### config.mk
export PLATFORM = sky130hd
export DESIGN_NAME = dbg_sysbus_master
export DESIGN_NICKNAME = d
export VERILOG_FILES = /design/src/rtl/dbm_pkg.sv /design/src/rtl/dbm_szdec.sv /design/src/rtl/dbm_xfer.sv /design/src/rtl/dbm_regs.sv /design/src/rtl/dbg_sysbus_master.sv
export SDC_FILE = /design/constraint.sdc
export NUM_CORES = 1
export LEC_CHECK = 0
export BUFFER_PORTS_ARGS = -buffer_cell sky130_fd_sc_hd__buf_2
export CELL_PAD_IN_SITES_DETAIL_PLACEMENT = 1
export CELL_PAD_IN_SITES_GLOBAL_PLACEMENT = 2
export CORE_ASPECT_RATIO = 0.7
export CORE_MARGIN = 2
export CORE_UTILIZATION = 36
export CTS_BUF_LIST = sky130_fd_sc_hd__clkbuf_8
export DETAILED_ROUTE_END_ITERATION = 12
export PLACE_DENSITY = 0.86
export SYNTH_ARGS = -nofsm -noshare
export SYNTH_HDL_FRONTEND = slang
export SYNTH_HIERARCHICAL = 1
export SYNTH_SLANG_ARGS = --single-unit
### constraint.sdc
create_clock -name clk -period 8.8 [get_ports clk]
set_input_delay 0 -clock clk [delete_from_list [all_inputs] [get_ports clk]]
set_output_delay 0 -clock clk [all_outputs]
set_load 0.01 [all_outputs]
### src/rtl/dbm_pkg.sv
package dbm_pkg;

  typedef enum logic [2:0] {
    SEL_CTRL    = 3'd0,
    SEL_ADDR_LO = 3'd1,
    SEL_ADDR_HI = 3'd2,
    SEL_DATA_LO = 3'd3,
    SEL_DATA_HI = 3'd4
  } dbm_sel_e;

  typedef enum logic [2:0] {
    ERR_NONE    = 3'd0,
    ERR_TIMEOUT = 3'd1,
    ERR_BADADDR = 3'd2,
    ERR_ALIGN   = 3'd3,
    ERR_SIZE    = 3'd4,
    ERR_OTHER   = 3'd7
  } dbm_err_e;

  // control word bit positions
  localparam int CB_AUTOINC  = 0;
  localparam int CB_RD_ADDR  = 1;
  localparam int CB_RD_DATA  = 2;
  localparam int CB_SIZE_LO  = 4;
  localparam int CB_ERR_LO   = 8;
  localparam int CB_BUSYERR  = 12;
  localparam int CB_BUSY     = 13;

  localparam logic [2:0] SIZE_RESET = 3'd2;

endpackage

### src/rtl/dbm_szdec.sv
module dbm_szdec #(
  parameter int AW = 64,
  parameter int DW = 64
) (
  input  logic [2:0]               size_i,
  output logic                     legal_o,
  output logic [AW-1:0]            step_o,
  output logic [$clog2(DW/8)-1:0]  lomask_o,
  output logic [DW-1:0]            rmask_o
);
  localparam int NBYTES  = DW / 8;
  localparam int MAXCODE = $clog2(NBYTES);

  assign legal_o = (32'(size_i) <= MAXCODE);
  assign step_o  = AW'(1) << size_i;

  // address bits that must be zero for the selected size
  for (genvar i = 0; i < MAXCODE; i++) begin : g_lomask
    assign lomask_o[i] = (32'(size_i) > i);
  end

  // byte lanes covered by the selected size
  for (genvar b = 0; b < NBYTES; b++) begin : g_lane
    assign rmask_o[b*8 +: 8] = {8{(b < (32'd1 << size_i))}};
  end

endmodule

### src/rtl/dbm_xfer.sv
module dbm_xfer #(
  parameter int TIMEOUT = 16
) (
  input  logic clk,
  input  logic rst_n,
  input  logic start_i,
  input  logic start_we_i,
  input  logic bus_ready_i,
  input  logic bus_err_i,
  output logic busy_o,
  output logic we_o,
  output logic done_ok_o,
  output logic done_buserr_o,
  output logic done_timeout_o
);
  localparam int CW = $clog2(TIMEOUT + 1);

  logic          busy_q, busy_n;
  logic          we_q, we_n;
  logic [CW-1:0] cnt_q, cnt_n;
  logic          ready_hit, expired;

  assign ready_hit      = busy_q & bus_ready_i;
  assign expired        = busy_q & ~bus_ready_i & (cnt_q == CW'(TIMEOUT - 1));
  assign done_ok_o      = ready_hit & ~bus_err_i;
  assign done_buserr_o  = ready_hit & bus_err_i;
  assign done_timeout_o = expired;
  assign busy_o         = busy_q;
  assign we_o           = we_q;

  always_comb begin
    busy_n = busy_q;
    we_n   = we_q;
    cnt_n  = cnt_q;
    if (start_i) begin
      busy_n = 1'b1;
      we_n   = start_we_i;
      cnt_n  = '0;
    end else if (busy_q) begin
      if (ready_hit || expired) busy_n = 1'b0;
      else                      cnt_n  = cnt_q + CW'(1);
    end
  end

  always_ff @(posedge clk or negedge rst_n) begin
    if (!rst_n) begin
      busy_q <= 1'b0;
      we_q   <= 1'b0;
      cnt_q  <= '0;
    end else begin
      busy_q <= busy_n;
      if (start_i) we_q <= we_n;
      if (start_i || busy_q) cnt_q <= cnt_n;
    end
  end

  // request held until ready or expiry
  p_req_held_r4: assert property (@(posedge clk) disable iff (!rst_n)
    (busy_q && !bus_ready_i && !done_timeout_o) |=> busy_q);
  // expiry drops the request
  p_tmo_drop_r9: assert property (@(posedge clk) disable iff (!rst_n)
    done_timeout_o |=> !busy_q);
  // a start is never issued while a transfer is in flight
  p_start_idle_r11: assert property (@(posedge clk) disable iff (!rst_n)
    start_i |-> !busy_q);

endmodule

### src/rtl/dbm_regs.sv
module dbm_regs
  import dbm_pkg::*;
#(
  parameter int AW = 64,
  parameter int DW = 64,
  parameter int LW = 3
) (
  input  logic          clk,
  input  logic          rst_n,
  input  logic          reg_valid_i,
  input  logic          reg_write_i,
  input  logic [2:0]    reg_sel_i,
  input  logic [31:0]   reg_wdata_i,
  output logic [31:0]   reg_rdata_o,
  input  logic          busy_i,
  input  logic          xfer_we_i,
  input  logic          done_ok_i,
  input  logic          done_buserr_i,
  input  logic          done_timeout_i,
  input  logic [DW-1:0] bus_rdata_i,
  input  logic          size_legal_i,
  input  logic [AW-1:0] step_i,
  input  logic [LW-1:0] lomask_i,
  input  logic [DW-1:0] rmask_i,
  output logic          start_o,
  output logic          start_we_o,
  output logic [AW-1:0] addr_o,
  output logic [DW-1:0] data_o,
  output logic [2:0]    size_o
);
  logic          ai_q, roa_q, rod_q, berr_q;
  logic [2:0]    size_q, err_q;
  logic [AW-1:0] addr_q;
  logic [DW-1:0] data_q;

  logic          ai_n, roa_n, rod_n, berr_n;
  logic [2:0]    size_n, err_n;
  logic [AW-1:0] addr_n, addr_cand;
  logic [DW-1:0] data_n;
  logic          addr_en, data_en;

  logic hit_ctrl, hit_alo, hit_ahi, hit_dlo, hit_dhi;
  logic idle_acc, idle_wr, touch_busy, blocked;
  logic want_rd, want_wr, try_go, misal;

  assign hit_ctrl = (reg_sel_i == SEL_CTRL);
  assign hit_alo  = (reg_sel_i == SEL_ADDR_LO);
  assign hit_ahi  = (reg_sel_i == SEL_ADDR_HI);
  assign hit_dlo  = (reg_sel_i == SEL_DATA_LO);
  assign hit_dhi  = (reg_sel_i == SEL_DATA_HI);

  assign idle_acc   = reg_valid_i & ~busy_i;
  assign idle_wr    = idle_acc & reg_write_i;
  assign touch_busy = busy_i & reg_valid_i &
                      ((reg_write_i & (hit_alo | hit_ahi)) | hit_dlo | hit_dhi);
  assign blocked    = (err_q != ERR_NONE) | berr_q;

  always_comb begin
    addr_cand = addr_q;
    if (idle_wr && hit_alo) addr_cand[31:0]    = reg_wdata_i;
    if (idle_wr && hit_ahi) addr_cand[AW-1:32] = reg_wdata_i[AW-33:0];
  end

  assign want_rd = idle_acc & ((reg_write_i & hit_alo & roa_q) |
                               (~reg_write_i & hit_dlo & rod_q));
  assign want_wr = idle_wr & hit_dlo;
  assign try_go  = (want_rd | want_wr) & ~blocked;
  assign misal   = |(addr_cand[LW-1:0] & lomask_i);

  assign start_o    = try_go & size_legal_i & ~misal;
  assign start_we_o = want_wr;

  always_comb begin
    ai_n   = ai_q;
    roa_n  = roa_q;
    rod_n  = rod_q;
    size_n = size_q;
    err_n  = err_q;
    berr_n = berr_q;
    addr_n = addr_cand;
    data_n = data_q;
    if (idle_wr && hit_ctrl) begin
      ai_n   = reg_wdata_i[CB_AUTOINC];
      roa_n  = reg_wdata_i[CB_RD_ADDR];
      rod_n  = reg_wdata_i[CB_RD_DATA];
      size_n = reg_wdata_i[CB_SIZE_LO +: 3];
      err_n  = err_q & ~reg_wdata_i[CB_ERR_LO +: 3];
      berr_n = berr_q & ~reg_wdata_i[CB_BUSYERR];
    end
    if (idle_wr && hit_dlo) data_n[31:0]    = reg_wdata_i;
    if (idle_wr && hit_dhi) data_n[DW-1:32] = reg_wdata_i[DW-33:0];
    if (touch_busy) berr_n = 1'b1;
    if (try_go && !size_legal_i) err_n = ERR_SIZE;
    else if (try_go && misal)    err_n = ERR_ALIGN;
    if (done_ok_i) begin
      if (!xfer_we_i) data_n = bus_rdata_i & rmask_i;
      if (ai_q)       addr_n = addr_q + step_i;
    end
    if (done_buserr_i)  err_n = ERR_BADADDR;
    if (done_timeout_i) err_n = ERR_TIMEOUT;
  end

  assign addr_en = (idle_wr & (hit_alo | hit_ahi)) | (done_ok_i & ai_q);
  assign data_en = (idle_wr & (hit_dlo | hit_dhi)) | (done_ok_i & ~xfer_we_i);

  always_ff @(posedge clk or negedge rst_n) begin
    if (!rst_n) begin
      ai_q   <= 1'b0;
      roa_q  <= 1'b0;
      rod_q  <= 1'b0;
      size_q <= SIZE_RESET;
      err_q  <= ERR_NONE;
      berr_q <= 1'b0;
      addr_q <= '0;
      data_q <= '0;
    end else begin
      ai_q   <= ai_n;
      roa_q  <= roa_n;
      rod_q  <= rod_n;
      size_q <= size_n;
      err_q  <= err_n;
      berr_q <= berr_n;
      if (addr_en) addr_q <= addr_n;
      if (data_en) data_q <= data_n;
    end
  end

  always_comb begin
    reg_rdata_o = '0;
    unique case (reg_sel_i)
      SEL_CTRL: begin
        reg_rdata_o[CB_AUTOINC]      = ai_q;
        reg_rdata_o[CB_RD_ADDR]      = roa_q;
        reg_rdata_o[CB_RD_DATA]      = rod_q;
        reg_rdata_o[CB_SIZE_LO +: 3] = size_q;
        reg_rdata_o[CB_ERR_LO +: 3]  = err_q;
        reg_rdata_o[CB_BUSYERR]      = berr_q;
        reg_rdata_o[CB_BUSY]         = busy_i;
      end
      SEL_ADDR_LO: reg_rdata_o = addr_q[31:0];
      SEL_ADDR_HI: reg_rdata_o = 32'(addr_q[AW-1:32]);
      SEL_DATA_LO: reg_rdata_o = data_q[31:0];
      SEL_DATA_HI: reg_rdata_o = 32'(data_q[DW-1:32]);
      default:     reg_rdata_o = '0;
    endcase
  end

  assign addr_o = addr_q;
  assign data_o = data_q;
  assign size_o = size_q;

  // a start is answered by the transfer engine next cycle
  p_start_busy_r4: assert property (@(posedge clk) disable iff (!rst_n)
    start_o |=> busy_i);
  // a recorded error survives until a control write clears it
  p_err_sticky_r10: assert property (@(posedge clk) disable iff (!rst_n)
    (err_q != ERR_NONE && !(reg_valid_i && reg_write_i && hit_ctrl)) |=> $stable(err_q));
  // address and data frozen while a transfer runs
  p_frozen_r11: assert property (@(posedge clk) disable iff (!rst_n)
    (busy_i && !done_ok_i) |=> ($stable(addr_q) && $stable(data_q)));
  // colliding address write raises busy-error
  p_berr_set_r11: assert property (@(posedge clk) disable iff (!rst_n)
    (busy_i && reg_valid_i && reg_write_i && hit_alo) |=> berr_q);

endmodule

### src/rtl/dbg_sysbus_master.sv
module dbg_sysbus_master #(
  parameter int AW      = 64,
  parameter int DW      = 64,
  parameter int TIMEOUT = 16
) (
  input  logic          clk,
  input  logic          rst_n,
  input  logic          reg_valid,
  input  logic          reg_write,
  input  logic [2:0]    reg_sel,
  input  logic [31:0]   reg_wdata,
  output logic [31:0]   reg_rdata,
  output logic          bus_req,
  output logic          bus_we,
  output logic [AW-1:0] bus_addr,
  output logic [2:0]    bus_size,
  output logic [DW-1:0] bus_wdata,
  input  logic          bus_ready,
  input  logic          bus_err,
  input  logic [DW-1:0] bus_rdata
);
  localparam int LW = $clog2(DW / 8);

  logic          size_legal;
  logic [AW-1:0] step;
  logic [LW-1:0] lomask;
  logic [DW-1:0] rmask;
  logic          start, start_we, busy, xfer_we;
  logic          done_ok, done_buserr, done_timeout;

  dbm_szdec #(.AW(AW), .DW(DW)) u_szdec (
    .size_i   (bus_size),
    .legal_o  (size_legal),
    .step_o   (step),
    .lomask_o (lomask),
    .rmask_o  (rmask)
  );

  dbm_xfer #(.TIMEOUT(TIMEOUT)) u_xfer (
    .clk            (clk),
    .rst_n          (rst_n),
    .start_i        (start),
    .start_we_i     (start_we),
    .bus_ready_i    (bus_ready),
    .bus_err_i      (bus_err),
    .busy_o         (busy),
    .we_o           (xfer_we),
    .done_ok_o      (done_ok),
    .done_buserr_o  (done_buserr),
    .done_timeout_o (done_timeout)
  );

  dbm_regs #(.AW(AW), .DW(DW), .LW(LW)) u_regs (
    .clk            (clk),
    .rst_n          (rst_n),
    .reg_valid_i    (reg_valid),
    .reg_write_i    (reg_write),
    .reg_sel_i      (reg_sel),
    .reg_wdata_i    (reg_wdata),
    .reg_rdata_o    (reg_rdata),
    .busy_i         (busy),
    .xfer_we_i      (xfer_we),
    .done_ok_i      (done_ok),
    .done_buserr_i  (done_buserr),
    .done_timeout_i (done_timeout),
    .bus_rdata_i    (bus_rdata),
    .size_legal_i   (size_legal),
    .step_i         (step),
    .lomask_i       (lomask),
    .rmask_i        (rmask),
    .start_o        (start),
    .start_we_o     (start_we),
    .addr_o         (bus_addr),
    .data_o         (bus_wdata),
    .size_o         (bus_size)
  );

  assign bus_req = busy;
  assign bus_we  = xfer_we;

  // only supported sizes ever reach the bus
  p_size_ok_r2: assert property (@(posedge clk) disable iff (!rst_n)
    bus_req |-> (32'(bus_size) <= LW));
  // every issued address is aligned to its size
  p_aligned_r3: assert property (@(posedge clk) disable iff (!rst_n)
    bus_req |-> ((32'(bus_addr[LW-1:0]) % (32'd1 << bus_size)) == 0));
  // transfer attributes hold while waiting for ready
  p_attr_stable_r4: assert property (@(posedge clk) disable iff (!rst_n)
    (bus_req && !bus_ready) |=> (!bus_req || ($stable(bus_addr) && $stable(bus_we))));

endmodule

## Word level (Yosys, flattened, before mapping)

Cells that the tools add are included.

- $add $sub $neg: 2
- Mux-type cells: 29
- Equality and inequality tests: 6
- Shift-type cells: 2
- Bitwise gates (word level): 45
- Reductions and logical operators: 17
- Order comparisons: 12

Operators with widths:

| operator | count |
|---|---|
| two-way mux 64 bit | 4 |
| less-than comparator 3 x 32 -> 1 bit (first input constant) | 4 |
| two-way mux 32 bit | 4 |
| case mux 18 bit (4 select lines) | 1 |
| adder 64 bit | 1 |
| AND 64 bit | 1 |
| less-than comparator 1 x 32 -> 1 bit (first input constant) | 2 |
| less-than comparator 2 x 32 -> 1 bit (first input constant) | 2 |
| << shifter 1 x 3 -> 64 bit (first input constant) | 1 |
| case mux 3 bit (5 select lines) | 3 |
| << shifter 1 x 3 -> 32 bit (first input constant) | 1 |
| AND 1 bit | 24 |
| two-way mux 3 bit | 5 |
| two-way mux 5 bit | 3 |
| case mux 1 bit (4 select lines) | 3 |
| case mux 2 bit (5 select lines) | 1 |
| bitwise OR 1 bit | 9 |
| inverter 1 bit | 8 |
| logical AND 1 bit | 7 |
| AND 3 bit | 2 |
| == test 3 x 2 -> 1 bit (second input constant) | 2 |
| > comparator 3 x 1 -> 1 bit (second input constant) | 2 |
| adder 5 x 1 -> 5 bit (second input constant) | 1 |
| == test 5 x 4 -> 1 bit (second input constant) | 1 |
| other kinds (15) | 21 |

- Logic and storage cells: 124
- Output and inout bits: 165
- Bits of input ports: 105
- Register bits: 145

## Logic depth before layout (Yosys ltp)

Gate-level depths: netlist of run 1.

- Word-level depth: 12
- Mapped depth: 14
- Mapped depth without buffers: 13

## Modules after synthesis

Netlist of run 1, hierarchy kept.

Modules (own cells, without submodules):

| module | cells an instance | times used | sequential area each (µm²) | area each (µm²) |
|---|---|---|---|---|
| dbm_regs | 1321 | 1 | 3454.6 | 11080.6 |
| dbm_szdec | 137 | 1 | 0.0 | 1046.0 |
| dbm_xfer | 32 | 1 | 175.2 | 365.4 |

## Worst setup path after synthesis of run 1

No wires, ideal clock.

- Path type: register -> register
- From: register u_regs.size_q[1], in the netlist u_regs/size_o[1]
- To: register u_regs.addr_q[62], in the netlist u_regs/addr_o[62]
- Path buffers: 1
- Data arrival time: 3.279 ns
- Setup time: 0.133 ns
- Required time: 8.667 ns
- Setup slack: 5.389 ns
- Clock period less this slack: 3.411 ns
- Cell stages (with the launch flop): 15
- Path through: dfstp_2 > buf_6 > nor3_1 > ha_1 > fa_1 > a211oi_2 > nor2_1 > o31ai_2 > a21boi_2 > o21ai_4 > o21bai_4 > a221o_1 > a21bo_2 > o41ai_2 > a311oi_1

- Cells in the longest elaborated chain, start to end: 4

Ends and longest elaborated chain:

| what | line | RTL |
|---|---|---|
| start, declared | dbm_regs.sv:32 | `logic [2:0] size_q, err_q;` |
| start signal, assigned | dbm_regs.sv:120 | `size_q <= size_n;` |
| << shifter 1 x 3 -> 64 bit | dbm_szdec.sv:15 | `assign step_o = AW'(1) << size_i;` |
| via step[0] | dbg_sysbus_master.sv:25 | `logic [AW-1:0] step;` |
| adder 64 bit | dbm_regs.sv:97 | `if (ai_q) addr_n = addr_q + step_i;` |
| two-way mux 64 bit | dbm_regs.sv:97 |  |
| two-way mux 64 bit | dbm_regs.sv:95 | `if (done_ok_i) begin` |
| end signal, assigned | dbm_regs.sv:123 | `if (addr_en) addr_q <= addr_n;` |
| end, declared | dbm_regs.sv:33 | `logic [AW-1:0] addr_q;` |

The timed path passes the listed nets, and every way through them passes these cells.
A chain may end at the register's enable or synchronous reset.

## Final worst setup path of run 1

- From: register u_regs.size_q[2], in the netlist u_regs/size_o[2]
- To: register u_regs.addr_q[62], in the netlist u_regs/addr_o[62]

Same word-level chain as after synthesis.

==> results.py, run 1 <==
metrics = {
    "outcome": {
        "status": "completed",
    },
    "global_route": {
        "grt_usage_pct": 31.58,
        "grt_pass1_wl_mm": 86.38,
        "grt_pass1_vias": 13770,
        "grt_max_degree": 97,
        "overflow": 0,
        "antenna_found_initial": 3,
    },
    "yosys": {
        "syn_avg_cell_area_sq_um": 8.384,
        "ys_seq_elements": 145,
        "synth.distinct_cells": 87,
        "syn_inst": 1490,
        "ys.flop_type": "dfrtp_1",
        "synth_edf_count": 0,
        "netlist_area_sq_um": 12490,
        "synthArstFlopShare_pct": 100.0,
        "synth_warnings": 6,
        "ys_seq_area_share_pct": 29.06,
    },
    "critical_path": {
        "cp-start-kind": "flip-flop",
        "path_cells": "nor3_1, ha_1, fa_1, a211oi_2, nor2_1, o31ai_2, a21boi_2, o21ai_4, o21bai_4, a221o_1, a21bo_2, o41ai_2, a311oi_1",
        "critPathBufInv": 0,
        "critPathTopFamily": "compound AO/OA/AOI/OAI gates",
        "arrival_ns": 4.40,
        "crit_path_max_incr_delay_ns": 0.77,
        "crit_path_end_kind": "flip-flop",
        "crit_type": "reg2reg",
        "required_ns": 9.17,
        "critPathMaxFanout": 20,
        "slowest_stage": "dfrtp_1",
    },
    "floorplanning": {
        "die_area_sq_um": 36230,
        "num_rows": 57,
        "die_x_um": 226.6,
        "core_area_sq_um": 34450,
        "ios": 270,
        "die_h_um": 159.9,
        "initial_utilization_pct": 36.26,
    },
    "drt": {
        "drc": 0,
        "wl_per_cell_um": 24.95,
        "vias": 13410,
        "first_pass_iters": 5,
        "drt_first_iter_violations": 1203,
        "avgViaCountPerCell": 5.819,
        "ant_nets": 0,
        "wirelength_mm": 57.50,
    },
    "cts": {
        "cts_setup_buffers": 0,
        "clock_path_buffers": 2,
        "root_buffer": "clkbuf_8",
        "cts_sinks": 145,
        "clk-insertion-delay-late_ns": 0.51,
        "tritoncts": "done",
        "cts-hold-fix-buffers": 166,
        "path_clk_slew_ns": 0.09,
        "post_cts_resized": 0,
        "htree_levels": 4,
        "cts_buffers": 17,
    },
    "sta": {
        "finalClockSkew_ns": 0.02123,
        "relSlewSlack_pct": 12.35,
        "setup_viol": 0,
        "worst_slack_ns": 4.763,
        "fin_setup_tns_ns": 0,
        "slew_violations": 0,
        "tightest_slew_ns": 1.313,
        "rsz0062_at_grt": "false",
        "finalHoldViolations": 0,
        "fmax_mhz": 247.7,
        "final.min_clock_period_ns": 4.037,
        "fin_crit_sh_pct": 45.88,
    },
    "power_and_ir_drop": {
        "p_per_area_nw_per_um2": 272.2,
        "p_total_mw": 4.255,
        "p_leak_nw": 7.102,
        "peakVddDrop_mv": 0.1219,
    },
    "layout": {
        "drive_gt1_share_pct": 20.97,
        "area_growth_pct": 25.16,
        "layout.nets": 1989,
        "nFillCells": 4162,
        "final_cells": 2304,
    },
    "placement": {
        "place_hpwl_mm": 40.61,
        "dp.cells": 2105,
        "gp_congestion": 0.9337,
        "portBuffers": 269,
        "post-place-ws_ns": 4.869,
    },
    "hold_path": {
        "hp-class": "in2async",
    },
    "flow_run": {
        "maxCapViolations": 0,
    },
}
-- layout make-up --
| type | count | area [sq um] | area share (%) |
|---|---|---|---|
| Tap cell | 472 | 590.6 | 3.777 |
| Clock inverter | 12 | 118.9 | 0.7602 |
| Inverter | 21 | 78.83 | 0.5042 |
| Timing Repair Buffer | 448 | 3112 | 19.90 |
| Antenna cell | 1 | 2.502 | 0.01601 |
| Sequential cell | 145 | 3630 | 23.22 |
| Multi-Input combinational cell | 1185 | 7828 | 50.06 |
| Clock buffer | 20 | 275.3 | 1.761 |
-- synth_stat cells (all sizes together) (45+ instances only) --
master  instances  area, sq um
o21ai         126        641.9
nand3          79        395.4
clkbuf         66        247.7
nand2         163        614.3
mux2i          86        860.8
buf           134        974.7
ha             65        813.3
nor2           84        315.3
a21o           46        351.6
a21oi          95        498.0
a31oi          45        311.6
dfrtp         144         3603
-- final timing paths --
check,slack (ns),startpoint,cells past startpoint,endpoint
max,4.76,u_regs/size_o[2],13,u_regs/addr_o[62]
min,0.15,rst_n,2,u_regs/data_o[30]
max reg2reg,4.76,u_regs/size_o[2],13,u_regs/addr_o[62]
min reg2reg,0.55,u_regs/roa_q,1,u_regs/roa_q
max in group asynchronous,7.27,rst_n,3,u_regs/addr_o[11]
min in group clk,0.26,reg_write,3,u_regs/size_o[0]
-- metal layers --
layer	part of all wire (%)	vias up	routed length, um	global-route usage, %
met4	3.8	0	2200	13.10
met2	44	644	25110	47.35
met5	0	-	0	0
li1	-	5892	-	-
met1	44	6739	25480	43.59
met3	8.2	131	4699	7.268
-- cells by family (layout without fill, tap and decap cells) --
kind of cell    Yosys count  count (layout)  share of synthesized area [%]
fa+ha+maj                66              66                          6.671
xor+xnor                 59              59                          4.137
flops                   145             145                          29.06
mux                     106             106                          8.784
compound gates          451             451                          23.95
buf+inv                 222             501                          10.49
simple gates            439             439                          16.86
other cells               2              65                        0.06012
-- where the power goes --
group	switching, mW	internal [mW]	total [mW]
Clock	0.295	0.271	0.566
Sequential	0.372	0.903	1.27
Combinational	1.39	1.03	2.42
-- flip-flops by register name, summed over array words and instances (netlist names) --
| register | cells |
|---|---|
| u_xfer/busy_o | 1 |
| u_regs/berr_q | 1 |
| u_xfer/we_o | 1 |
| u_regs/ai_q | 1 |
| u_regs/rod_q | 1 |
| u_regs/size_o | 3 |
| u_regs/data_o | 64 |
| u_xfer/cnt_q | 5 |
| u_regs/err_q | 3 |
| u_regs/addr_o | 64 |
| u_regs/roa_q | 1 |
-- placed cells by master, fill, tap and decap left out, types with 5 or more instances in the layout --
cell	Yosys	final
buf_2	8	268
dlygate4sd3_1	0	166
nand2_1	162	162
dfrtp_1	144	144
o21ai_0	114	114
a21oi_1	93	93
mux2i_1	86	86
nor2_1	84	82
nand3_1	79	79
ha_1	65	65
conb_1	2	64
a31oi_1	43	43
a22oi_1	42	42
a21o_1	41	41
xnor2_1	41	41
inv_1	21	25
nand4_1	21	21
clkbuf_8	0	20
mux2_2	18	18
o21bai_1	18	18
xor2_1	18	18
nor2b_1	18	17
a211oi_1	15	15
and3_1	15	14
buf_4	117	13
a221o_1	11	11
o21ai_1	11	10
nor3_1	11	9
o21a_1	9	9
nand2b_1	7	7
or3_1	7	7
and2_1	6	5
or2_2	5	5
a21o_2	5	5
-- through the flow --
stage	area [sq um]	utilization, %	hold slack [ns]
after detailed placement	13580	39.41	0.1547
after global routing	15640	45.39	0.2032
after floorplan	12720	-	-0.2956
final	15640	45.39	0.1515
after global placement	13580	39.41	0.1561
after CTS	15630	45.38	0.1644
Power figures use the tool's default switching activity.
==> run 2: changes to the inputs <==
- CORE_UTILIZATION: 36 -> 30
- PLACE_DENSITY: 0.86 -> 0.76
- clock period: 8.8 -> 3.7 ns (I/O delays scaled with it)
==> results.py, run 2 (same netlist as run 1, synthesis figures left out) <==
metrics = {
    "critical_path": {
        "critPathMaxFanout": 9,
        "path_cells": "buf_4, and3b_2, ha_1, a21o_1, a21oi_1, a21oi_1, o21ai_1, buf_4, a2111o_1, a31oi_1, buf_4, a31oi_1, xnor2_1, nand2_1, o21ai_1",
        "cp-start-kind": "flip-flop",
        "r2r_slack_ns": 0.20,
        "crit_path_end_kind": "flip-flop",
        "slowest_stage": "dfstp_2",
        "crit_path_max_incr_delay_ns": 0.57,
        "critPathTopFamily": "compound AO/OA/AOI/OAI gates",
        "path_common_cell": "buf_4",
        "required_ns": 4.12,
        "arrival_ns": 3.92,
        "crit_type": "reg2reg",
        "timing.rr.end": "u_regs/addr_o[61]",
        "critPathBufInv": 3,
        "crit-reg2reg-launch": "u_regs/size_o[1]",
        "r2r_cells": 15,
    },
    "floorplanning": {
        "num_rows": 62,
        "initial_utilization_pct": 30.44,
        "die_x_um": 247.9,
        "die_h_um": 174.7,
        "ios": 270,
        "die_area_sq_um": 43310,
        "core_area_sq_um": 41040,
    },
    "global_route": {
        "grt_pass1_vias": 13420,
        "overflow": 0,
        "antenna_found_initial": 3,
        "grt_usage_pct": 26.35,
        "grt_max_degree": 84,
        "grt_pass1_wl_mm": 85.42,
    },
    "sta": {
        "tightest_slew_ns": 1.059,
        "fmax_mhz": 286.1,
        "relSlewSlack_pct": 29.30,
        "fin_crit_sh_pct": 94.47,
        "finalClockSkew_ns": 0.02039,
        "finalHoldViolations": 0,
        "rsz0062_at_grt": "false",
        "slew_violations": 0,
        "setup_viol": 0,
        "final.min_clock_period_ns": 3.495,
        "worst_slack_ns": 0.2046,
    },
    "drt": {
        "wirelength_mm": 57.45,
        "vias": 13030,
        "wl_per_cell_um": 23.96,
        "drc": 0,
        "drt_first_iter_violations": 1057,
        "first_pass_iters": 5,
        "avgViaCountPerCell": 5.435,
        "ant_nets": 0,
    },
    "placement": {
        "gp_congestion": 0.8861,
        "post-place-ws_ns": -0.05689,
        "portBuffers": 269,
        "place_hpwl_mm": 43.02,
    },
    "cts": {
        "tritoncts": "done",
        "path_clk_slew_ns": 0.09,
        "clk-insertion-delay-late_ns": 0.49,
        "root_buffer": "clkbuf_8",
        "cts_sinks": 145,
        "htree_levels": 4,
        "clock_path_buffers": 2,
        "cts_buffers": 17,
    },
    "power_and_ir_drop": {
        "p_per_area_nw_per_um2": 640.0,
        "peakVddDrop_mv": 0.2450,
        "p_leak_nw": 7.220,
        "p_total_mw": 10.22,
    },
    "flow_run": {
        "maxCapViolations": 0,
    },
    "outcome": {
        "status": "completed",
    },
    "layout": {
        "drive_gt1_share_pct": 22.41,
        "area_growth_pct": 27.76,
        "final_cell_mix": "buf_2 (268), dlygate4sd3_1 (163), nand2_1 (162)",
        "layout.nets": 2011,
        "final_common_cell": "buf_2",
    },
    "hold_path": {
        "hp-class": "in2async",
    },
}
==> run 2: cell types whose count changed in the layout (fill, tap and decap cells not counted), sizes merged <==
cell	previous run	this run
dlygate4sd3	166	163
buf	282	307
clkinv	5	4
clkbuf	20	18
clkinvlp	1	2
bufinv	2	3
diode	1	2
==> run 2: layer usage <==
metal | track usage [%] | vias to the layer above | part of all wire (%)
li1 | - | 5940 | -
met1 | 36.19 | 6543 | 46
met2 | 40.54 | 458 | 44
met3 | 5.713 | 93 | 6.9
met4 | 9.531 | 0 | 3.3
met5 | 0 | - | 0
==> run 2: through the flow <==
step / setup TNS [ns] / hold slack [ns] / util [%] / area (sq um) / instances
floorplan: 0 / -0.2956 / - / 12720 / 1552
CTS: 0 / 0.1157 / 38.81 / 15930 / 2395
finish: 0 / 0.1215 / 38.89 / 15960 / 2398
global route: 0 / 0.1658 / 38.89 / 15960 / 2397
global placement: 0 / 0.09619 / 33.78 / 13860 / 2198
detailed placement: -0.1129 / 0.1029 / 33.78 / 13860 / 2198
==> run 2: timing repair <==
action	CTS	global route
setup endpoints to repair	3	7
gates resized for setup	3	2
hold buffers	163	0
hold endpoints to repair	202	0
setup buffers	3	1
pin swaps	1	5
==> run 2: worst reg2reg max path: stages (launching register included) <==
cell and delay (ns):
dfstp_2 0.57, buf_4 0.17, and3b_2 0.19, ha_1 0.29, a21o_1 0.21, a21oi_1 0.26, a21oi_1 0.14, o21ai_1 0.29
buf_4 0.22, a2111o_1 0.16, a31oi_1 0.08, buf_4 0.17, a31oi_1 0.36, xnor2_1 0.17, nand2_1 0.07, o21ai_1 0.08
==> run 2: area by class of cell <==
class | count | area (sq um)
diodes | 2 | 5.005
clock buffers | 18 | 247.7
clock inverters | 13 | 158.9
fillers | 4912 | 25080
inverters | 21 | 78.83
multi-input cells | 1185 | 7838
flip-flops and latches | 145 | 3632
well taps | 544 | 680.7
repair buffers | 470 | 3319
==> run 2: power by group <==
group	switching (mW)	leakage, nW	internal, mW
combinational	3.31	5.26	2.53
clock	0.713	0.207	0.682
sequential	0.830	1.75	2.15
total	4.85	7.22	5.36
==> run 2: how the worst max path moves through the flow <==
stage | start | end | slack, ns | cells past startpoint
6_report | u_regs/size_o[1] | u_regs/addr_o[61] | 0.20 | 15
5_1_grt | u_regs/size_o[1] | u_regs/addr_o[61] | 0.03 | 15
4_1_cts | u_regs/size_o[1] | u_regs/addr_o[56] | 0.03 | 12
3_5_place_dp | u_regs/size_o[1] | u_regs/addr_o[62] | -0.06 | 13
3_3_place_gp | u_regs/size_o[1] | u_regs/addr_o[62] | 0.03 | 13
2_1_floorplan | u_regs/size_o[1] | u_regs/addr_o[62] | 0.29 | 14
